===== config.mk =====
export PLATFORM = sky130hd
export DESIGN_NAME = mem_align_unit
export DESIGN_NICKNAME = d
export VERILOG_FILES = /design/src/rtl/mau_pkg.sv /design/src/rtl/mau_policy.sv /design/src/rtl/mau_wr_pack.sv /design/src/rtl/mau_rd_merge.sv /design/src/rtl/mem_align_unit.sv
export SDC_FILE = /design/constraint.sdc
export NUM_CORES = 1
export LEC_CHECK = 0
export BUFFER_PORTS_ARGS = -buffer_cell sky130_fd_sc_hd__clkbuf_2
export CAP_MARGIN = 20
export CORE_ASPECT_RATIO = 0.7
export CORE_UTILIZATION = 56
export DETAILED_ROUTE_END_ITERATION = 10
export PLACE_DENSITY_LB_ADDON = 0.3
export SYNTH_ARGS = -nofsm -noshare
export SYNTH_HDL_FRONTEND = slang
export SYNTH_SLANG_ARGS = --single-unit

===== constraint.sdc =====
create_clock -name clk -period 4.4 [get_ports clk]
set_input_delay 0.66 -clock clk [delete_from_list [all_inputs] [get_ports clk]]
set_output_delay 0.66 -clock clk [all_outputs]
set_load 0.02 [all_outputs]

===== src/rtl/mau_pkg.sv =====
package mau_pkg;

  localparam int WORD_B = 4;
  localparam int WIN_B  = 2 * WORD_B;
  localparam int DATA_W = 8 * WORD_B;

  typedef enum logic [1:0] {
    SZ_BYTE = 2'b00,
    SZ_HALF = 2'b01,
    SZ_WORD = 2'b10,
    SZ_WIDE = 2'b11
  } acc_size_e;

  typedef enum logic [1:0] {
    POL_TRUNC = 2'b00,
    POL_FAULT = 2'b01,
    POL_SPLIT = 2'b10,
    POL_ALT   = 2'b11
  } align_pol_e;

  typedef enum logic [1:0] {
    ST_IDLE = 2'b00,
    ST_LO   = 2'b01,
    ST_HI   = 2'b10,
    ST_RESP = 2'b11
  } mau_state_e;

  // operand length in bytes
  function automatic logic [2:0] size_to_bytes(input logic [1:0] sz);
    case (sz)
      2'b00:   return 3'd1;
      2'b01:   return 3'd2;
      default: return 3'd4;
    endcase
  endfunction

  // address bits that must be zero for a natural boundary
  function automatic logic [1:0] align_mask(input logic [1:0] sz);
    case (sz)
      2'b00:   return 2'b00;
      2'b01:   return 2'b01;
      default: return 2'b11;
    endcase
  endfunction

  function automatic logic is_misaligned(input logic [1:0] off, input logic [1:0] sz);
    return (off & align_mask(sz)) != 2'b00;
  endfunction

  function automatic logic crosses_word(input logic [1:0] off, input logic [1:0] sz);
    return ({1'b0, off} + size_to_bytes(sz)) > 3'd4;
  endfunction

endpackage


===== src/rtl/mau_policy.sv =====
module mau_policy
  import mau_pkg::*;
(
  input  logic [1:0] addr_off,
  input  logic [1:0] size,
  input  logic [1:0] mode,
  output logic [1:0] eff_off,
  output logic       fault,
  output logic       split
);

  logic mis;

  always_comb begin
    mis     = is_misaligned(addr_off, size);
    eff_off = addr_off;
    fault   = 1'b0;
    split   = 1'b0;
    case (mode)
      POL_TRUNC: eff_off = addr_off & ~align_mask(size);
      POL_SPLIT: split   = crosses_word(addr_off, size);
      default:   fault   = mis;
    endcase
  end

endmodule


===== src/rtl/mau_wr_pack.sv =====
module mau_wr_pack
  import mau_pkg::*;
(
  input  logic [DATA_W-1:0]  wdata,
  input  logic [1:0]         eff_off,
  input  logic [1:0]         size,
  input  logic               big_endian,
  output logic [8*WIN_B-1:0] win_data,
  output logic [WIN_B-1:0]   win_be
);

  logic [2:0] nbytes;
  assign nbytes = size_to_bytes(size);

  for (genvar l = 0; l < WIN_B; l++) begin : g_lane
    logic [3:0] k;
    logic       hit;
    logic [1:0] src;
    always_comb begin
      k   = 4'(l) - {2'b00, eff_off};
      hit = (4'(l) >= {2'b00, eff_off}) && (k < {1'b0, nbytes});
      src = big_endian ? 2'({1'b0, nbytes} - 4'd1 - k) : k[1:0];
    end
    assign win_be[l]          = hit;
    assign win_data[8*l +: 8] = hit ? wdata[8*src +: 8] : 8'h00;
  end

endmodule


===== src/rtl/mau_rd_merge.sv =====
module mau_rd_merge
  import mau_pkg::*;
(
  input  logic [8*WIN_B-1:0] win,
  input  logic [1:0]         eff_off,
  input  logic [1:0]         size,
  input  logic               big_endian,
  output logic [DATA_W-1:0]  rdata
);

  logic [2:0] nbytes;
  assign nbytes = size_to_bytes(size);

  for (genvar j = 0; j < WORD_B; j++) begin : g_byte
    logic       hit;
    logic [2:0] k;
    logic [2:0] lane;
    always_comb begin
      hit  = 3'(j) < nbytes;
      k    = big_endian ? (nbytes - 3'd1 - 3'(j)) : 3'(j);
      lane = {1'b0, eff_off} + k;
    end
    assign rdata[8*j +: 8] = hit ? win[8*lane +: 8] : 8'h00;
  end

endmodule


===== src/rtl/mem_align_unit.sv =====
module mem_align_unit
  import mau_pkg::*;
#(
  parameter int ADDR_W = 16
) (
  input  logic              clk,
  input  logic              rst_n,
  input  logic              req_valid,
  output logic              req_ready,
  input  logic [ADDR_W-1:0] req_addr,
  input  logic [1:0]        req_size,
  input  logic              req_write,
  input  logic [31:0]       req_wdata,
  input  logic [1:0]        align_mode,
  input  logic              big_endian,
  output logic              mem_req,
  output logic [ADDR_W-1:0] mem_addr,
  output logic              mem_we,
  output logic [3:0]        mem_be,
  output logic [31:0]       mem_wdata,
  input  logic              mem_ack,
  input  logic [31:0]       mem_rdata,
  output logic              rsp_done,
  output logic              rsp_fault,
  output logic [31:0]       rsp_rdata
);

  localparam int WORD_AW = ADDR_W - 2;

  mau_state_e state;

  logic [WORD_AW-1:0] q_word;
  logic [1:0]         q_off;
  logic [1:0]         q_size;
  logic               q_we;
  logic [31:0]        q_wdata;
  logic               q_big;
  logic               q_split;
  logic               q_fault;
  logic [31:0]        lo_buf;
  logic [31:0]        hi_buf;

  logic [1:0]         pol_off;
  logic               pol_fault;
  logic               pol_split;
  logic [63:0]        win_data;
  logic [7:0]         win_be;
  logic [31:0]        merged;
  logic               in_hi;

  // named events for the checker
  logic acc_evt;
  logic acc_fault_evt;
  logic lo_beat_evt;
  logic split_active;

  mau_policy u_policy (
    .addr_off (req_addr[1:0]),
    .size     (req_size),
    .mode     (align_mode),
    .eff_off  (pol_off),
    .fault    (pol_fault),
    .split    (pol_split)
  );

  mau_wr_pack u_pack (
    .wdata      (q_wdata),
    .eff_off    (q_off),
    .size       (q_size),
    .big_endian (q_big),
    .win_data   (win_data),
    .win_be     (win_be)
  );

  mau_rd_merge u_merge (
    .win        ({hi_buf, lo_buf}),
    .eff_off    (q_off),
    .size       (q_size),
    .big_endian (q_big),
    .rdata      (merged)
  );

  assign req_ready     = (state == ST_IDLE);
  assign acc_evt       = req_ready && req_valid;
  assign acc_fault_evt = acc_evt && pol_fault;
  assign lo_beat_evt   = (state == ST_LO) && mem_ack;
  assign split_active  = q_split;

  always_ff @(posedge clk or negedge rst_n) begin
    if (!rst_n) begin
      state   <= ST_IDLE;
      q_word  <= '0;
      q_off   <= '0;
      q_size  <= '0;
      q_we    <= 1'b0;
      q_wdata <= '0;
      q_big   <= 1'b0;
      q_split <= 1'b0;
      q_fault <= 1'b0;
      lo_buf  <= '0;
      hi_buf  <= '0;
    end else begin
      case (state)
        ST_IDLE: begin
          if (req_valid) begin
            q_word  <= req_addr[ADDR_W-1:2];
            q_off   <= pol_off;
            q_size  <= req_size;
            q_we    <= req_write;
            q_wdata <= req_wdata;
            q_big   <= big_endian;
            q_split <= pol_split;
            q_fault <= pol_fault;
            state   <= pol_fault ? ST_RESP : ST_LO;
          end
        end
        ST_LO: begin
          if (mem_ack) begin
            lo_buf <= mem_rdata;
            state  <= q_split ? ST_HI : ST_RESP;
          end
        end
        ST_HI: begin
          if (mem_ack) begin
            hi_buf <= mem_rdata;
            state  <= ST_RESP;
          end
        end
        default: state <= ST_IDLE;
      endcase
    end
  end

  always_comb begin
    in_hi     = (state == ST_HI);
    mem_req   = (state == ST_LO) || in_hi;
    mem_addr  = {(in_hi ? q_word + WORD_AW'(1) : q_word), 2'b00};
    mem_we    = mem_req && q_we;
    mem_be    = '0;
    mem_wdata = '0;
    if (mem_req) begin
      mem_be    = in_hi ? win_be[7:4]    : win_be[3:0];
      mem_wdata = in_hi ? win_data[63:32] : win_data[31:0];
    end
    rsp_done  = (state == ST_RESP);
    rsp_fault = rsp_done && q_fault;
    rsp_rdata = (rsp_done && !q_we && !q_fault) ? merged : '0;
  end

endmodule


======== Yosys cells after proc, flatten, opt, wreduce, memory -nomap -nowiden ========
Cells that the tools add are included.
cells by class
  equality and inequality tests ........... 9
  reductions and logical operators ........ 20
  muxes and demuxes ....................... 44
  $add $sub $neg .......................... 27
  shift operators ......................... 12
  $lt $le $gt $ge ......................... 16
  bitwise gates (word level) .............. 3
operator list
  kind                                                                          number
  32-bit by 6-bit indexed part select with 8-bit output                         8
  64-bit by 7-bit indexed part select with 8-bit output                         4
  32-bit two-way mux                                                            3
  8-bit two-way mux                                                             12
  4-bit by 3-bit less-than comparator with 1-bit output                         8
  2-bit two-way mux                                                             14
  2-bit subtractor                                                              8
  3-bit by 2-bit subtractor with 4-bit output (first input constant)            4
  2-bit by 3-bit adder with 3-bit output                                        5
  3-bit two-way mux                                                             5
  14-bit by 1-bit adder with 14-bit output (second input constant)              1
  14-bit two-way mux                                                            1
  3-bit one-hot mux with 2 select lines                                         2
  2-bit zero test                                                               4
  4-bit two-way mux                                                             2
  1-bit logical AND                                                             7
  2-bit by 1-bit equality test with 1-bit output (second input constant)        3
  2-bit equality test (second input constant)                                   3
  1-bit by 3-bit less-than comparator with 1-bit output (first input constant)  2
  2-bit by 3-bit less-than comparator with 1-bit output (first input constant)  2
  2-bit inequality test (second input constant)                                 3
  2-bit one-hot mux with 3 select lines                                         1
  2-bit AND reduction                                                           3
  1-bit by 2-bit subtractor with 3-bit output (first input constant)            2
  16 further kinds                                                              24
storage, ports and cells
  flip-flop bits (word level) ............. 120
  word-level logic and storage cells ...... 142
  output and inout bits ................... 89

======== Longest topological paths before layout ========
  word-level depth ........................ 9
  depth in mapped cells ................... 11

======== Modules after synthesis ========
From an unflattened synthesis, not the netlist that was laid out.
unflattened totals
  cells, all modules ...................... 789
  area, all modules ....................... 9486.6 um^2
by module, submodules not included
  module          instances  seq. area each (um^2)  cells each  area an instance (um^2)
  mem_align_unit  1          3002.9                 427         5720.5
  mau_rd_merge    1          0.0                    171         2341.0
  mau_wr_pack     1          0.0                    176         1313.8
  mau_policy      1          0.0                    15          111.4

======== Least setup slack after synthesis ========
No wires, ideal clock.
  kind .................................... register to output
  from .................................... register q_size[1]
  to ...................................... output port rsp_rdata[14]
  cell stages (with the launch flop) ...... 12
  path buffers ............................ 3
  path slack .............................. 1018 ps
  data arrival time ....................... 2722 ps
  cell sequence ........................... dfrtp_1 -> buf_2 -> o21a_1 -> inv_1 -> ha_1 -> inv_1 -> fa_1 -> clkbuf_1 -> clkbuf_1 -> mux4_2 -> mux2i_1 -> nor2_1
between the ends
  word-level cells in the longest chain between the ends .. 9
RTL lines
  what                                                                               line                   text
  start: declaration                                                                 mem_align_unit.sv:34   logic [1:0] q_size;
  start signal: assignment                                                           mem_align_unit.sv:108  q_size <= req_size;
  2-bit by 1-bit equality test with 1-bit output or 2-bit zero test (tied branches)  mau_pkg.sv:30          case (sz)
  3-bit one-hot mux with 2 select lines *                                            mau_pkg.sv:30
  3-bit by 1-bit subtractor with 3-bit output (2 in a row)                           mau_rd_merge.sv:20     k = big_endian ? (nbytes - 3'd1 - 3'(j)) : 3'(j);
  3-bit two-way mux                                                                  mau_rd_merge.sv:20
  2-bit by 3-bit adder with 3-bit output                                             mau_rd_merge.sv:21     lane = {1'b0, eff_off} + k;
  64-bit by 7-bit indexed part select with 8-bit output                              mau_rd_merge.sv:23     assign rdata[8*j +: 8] = hit ? win[8*lane +: 8] : 8'h00;
  8-bit two-way mux *                                                                mau_rd_merge.sv:23
  32-bit two-way mux *                                                               mem_align_unit.sv:147  rsp_rdata = (rsp_done && !q_we && !q_fault) ? merged : '0;
  end: declaration                                                                   mem_align_unit.sv:25   output logic [31:0] rsp_rdata
Every way passes the cells marked *; elsewhere a longest branch is shown, timed or not.

======== Worst setup path in the final report ========
  from .................................... register q_size[1]
  to ...................................... output port mem_wdata[18]
between the ends
  word-level cells in the longest chain between the ends .. 9
RTL lines
  what                                                                               line                   text
  2-bit by 1-bit equality test with 1-bit output or 2-bit zero test (tied branches)  mau_pkg.sv:30
  3-bit one-hot mux with 2 select lines *                                            mau_pkg.sv:30
  2-bit by 1-bit subtractor with 2-bit output                                        mau_wr_pack.sv:22      src = big_endian ? 2'({1'b0, nbytes} - 4'd1 - k) : k[1:0];
  2-bit subtractor                                                                   mau_wr_pack.sv:22
  2-bit two-way mux                                                                  mau_wr_pack.sv:22
  32-bit by 6-bit indexed part select with 8-bit output                              mau_wr_pack.sv:25      assign win_data[8*l +: 8] = hit ? wdata[8*src +: 8] : 8'h00;
  8-bit two-way mux                                                                  mau_wr_pack.sv:25
  32-bit two-way mux *                                                               mem_align_unit.sv:143  mem_wdata = in_hi ? win_data[63:32] : win_data[31:0];
  32-bit two-way mux *                                                               mem_align_unit.sv:141  if (mem_req) begin
  end: declaration                                                                   mem_align_unit.sv:20   output logic [31:0] mem_wdata,
Marked as above.

==> flow_metrics.py <==
metrics = {
    "outcome": {
        "outcome": "completed",
    },
    "finish": {
        "layout-drive-gt1-share_pct": 51.27,
        "finalNonFillerCells": 1025,
        "fillers": 1006,
        "ff_latch_area_mm2": 0.003003,
        "multiInputGateArea_mm2": 0.005202,
        "areaGrowthSynthToFinish_pct": 21.66,
        "nNetsFinal": 934,
    },
    "global_routing": {
        "grt_usage_pct": 28.86,
        "gr-total-overflow": 0,
        "antenna_found_initial": 1,
        "grt_pass1_vias": 6468,
        "grt_start_max_net_pins": 61,
        "grt_pass1_wl_um": 33950,
    },
    "timing": {
        "setup_viol_count_final": 0,
        "rsz0062_at_grt": "no",
        "hold_violations": 0,
        "fmax_ghz": 0.2437,
        "relSlewSlack_pct": 36.86,
        "post-route-min-period_ns": 4.104,
        "worstMarginPinSlew_ns": 0.9471,
        "finalMaxSlewViolations": 0,
        "fin_setup_tns_ns": 0,
        "finalCritPeriodShare_pct": 93.28,
        "skew_ns": 0.01056,
    },
    "worst_setup_path": {
        "max_stage_delay_ns": 0.55,
        "critical-path-slowest-cell": "mux4_1",
        "crit_chain": "inv_1, nand2_1, ha_1, nand2b_1, mux2i_1, xnor2_2, buf_6, mux4_1, nor2b_1, clkbuf_2",
        "reg2reg_from": "state[0]",
        "crit_required_ns": 3.74,
        "crit_fanout": 10,
        "cp_num_buf_inv": 3,
        "crit_family": "multiplexers",
        "criticalPathCategory": "register to output pin",
        "start_kind": "register",
        "cp-startpoint": "q_size[1]",
        "arrival_ns": 3.44,
        "crit_path_end_kind": "output pin",
    },
    "logic_synthesis": {
        "ys.flop_type": "dfrtp_1",
        "synth_edf_count": 0,
        "synth_top_cell_area_share_pct": 35.63,
        "synth_top_cell_by_area": "dfrtp_1",
        "synth_area_mm2": 0.008427,
        "synthCells": 644,
        "synthTopCellsByArea": "dfrtp_1, mux4_2, mux2_2, mux2i_1, mux4_1",
        "ys_warn_count": 0,
        "avgSynthCellArea_um2": 13.09,
        "synth_cell_types": 43,
        "synth_seq_cells": 120,
        "yosysSeqAreaShare_pct": 35.63,
        "synthArstFlopShare_pct": 100.0,
    },
    "drt": {
        "vias": 6335,
        "drtPass1Iterations": 5,
        "wl_per_cell_um": 20.55,
        "vias_per_cell": 6.180,
        "drt-initial-drc-count": 349,
        "final_antenna_net_count": 0,
        "routed_wl_um": 21060,
        "drc": 0,
    },
    "cts": {
        "clock_sinks": 120,
        "cts_htree_levels": 4,
        "clock_latency_ns": 0.42,
        "cts_root_buf": "clkbuf_16",
        "clockBufferDepth": 2,
        "clk_pin_slew_ns": 0.05,
        "holdBufCountCts": 0,
        "cts_buffers": 17,
        "tritoncts": "done",
    },
    "placed_design": {
        "io_buffers": 176,
        "dp.cells": 991,
        "globalplace.congestion": 0.8673,
        "hpwl_um": 14600,
    },
    "floorplanning": {
        "die_x_um": 148.6,
        "start_util_pct": 57.42,
        "dieArea_mm2": 0.01555,
        "die_h_um": 104.6,
        "rows": 37,
        "pin_count": 179,
        "coreArea_mm2": 0.01468,
    },
    "hold_path": {
        "hold_class": "input pin to asynchronous set/reset pin",
    },
    "job": {
        "drv_cap": 0,
    },
}
## metal layers
metal	part of all wire, %	vias to the layer above	track usage (%)	routed length [um]
li1	-	2779	-	-
met1	42	3209	39.61	8938
met2	48	315	44.56	10210
met3	7.4	32	7.162	1556
met4	1.7	0	10.46	357
met5	0	-	0	0
## flip-flops by register name (all words and copies together), names as in the netlist
signal and cells:
q_size 2, q_fault 1, q_split 1, q_we 1
hi_buf 32, q_off 2, lo_buf 32, state 2
q_word 14, q_wdata 32, q_big 1
## synthesized netlist by cell type (all sizes together), types with 2 or more instances
cell type / count
mux2: 124
dfrtp: 120
mux4: 80
mux2i: 49
nor2: 48
nand2: 30
buf: 24
ha: 23
inv: 19
clkbuf: 18
xnor2: 16
nor2b: 15
a211oi: 12
and2: 12
nand3: 7
o21ai: 6
xor2: 6
fa: 5
a21oi: 3
and3: 3
and4: 3
o31ai: 3
and2b: 2
nand2b: 2
nor3: 2
## repair_timing
| action | 4_1_cts | 5_1_grt |
|---|---|---|
| setup buffers | 0 | 0 |
| gates resized for setup | 0 | 1 |
| endpoints found under the setup margin | 0 | 8 |
## logic make-up after synthesis
logic type               synth area share (%)
multiplexers                            44.39
AND/OR/NAND/NOR                         7.261
flip-flops                              35.63
buffers and inverters                   2.999
AO/OA/AOI/OAI                           2.599
adder cells (fa/ha/maj)                 4.603
XOR/XNOR                                2.465
other                                 0.04450
## path summary, 6_finish.rpt
kind / endpoint / slack, ns / cells past startpoint
worst max-delay path: mem_wdata[18] / 0.30 / 10
worst min-delay path: hi_buf[10] / 0.32 / 1
worst max register to register: q_wdata[0] / 2.17 / 5
worst min register to register: q_fault / 0.53 / 1
max in group asynchronous: q_size[1] / 2.95 / 2
min in group clk: q_word[13] / 0.46 / 2
## final cells by class
class,instances,share of cell area (%)
Multi-Input combinational cell,464,50.74
Sequential cell,120,29.29
Timing Repair Buffer,194,9.971
Clock buffer,18,4.284
Clock inverter,14,2.612
Tap cell,195,2.380
Inverter,19,0.6956
Antenna cell,1,0.02441
## placed cells by master, fill, tap and decap left out, types with 2 or more instances in the layout
cell type and n:
mux2_2 124, fa_1 4, xnor2_1 14, nand3_1 7, a21oi_1 2, mux4_1 14, o21ai_0 4, conb_1 2
clkinvlp_4 3, buf_4 18, nor2_1 48, nand2_1 28, xor2_1 6, mux2i_1 49, and4_1 3, bufinv_16 7
clkbuf_2 175, nand2b_1 2, o21ai_1 2, ha_1 21, inv_1 19, ha_2 2, dfrtp_1 120, a211oi_1 12
inv_6 2, nand2_2 2, clkinv_4 2, and2b_1 2, nor2b_1 15, mux4_2 66, and3_1 3, clkbuf_16 17
o31ai_1 3, nor3_1 2, and2_1 12
## through the flow
stage | setup WS (ns) | hold WS (ns) | util, % | area, um^2
after floorplan | 1.018 | 0.3644 | - | 8431
final | 0.2958 | 0.3158 | 69.86 | 10250
after detailed placement | 0.4803 | 0.5254 | 64.93 | 9529
after global placement | 0.6265 | 0.4700 | 64.93 | 9529
after global routing | 0.09152 | 0.3929 | 69.86 | 10250
after CTS | 0.03026 | 0.3607 | 69.75 | 10240
Power is left out: the tool's default activity adds up to more than one toggle a clock period on the data nets, which glitch-free logic cannot reach.
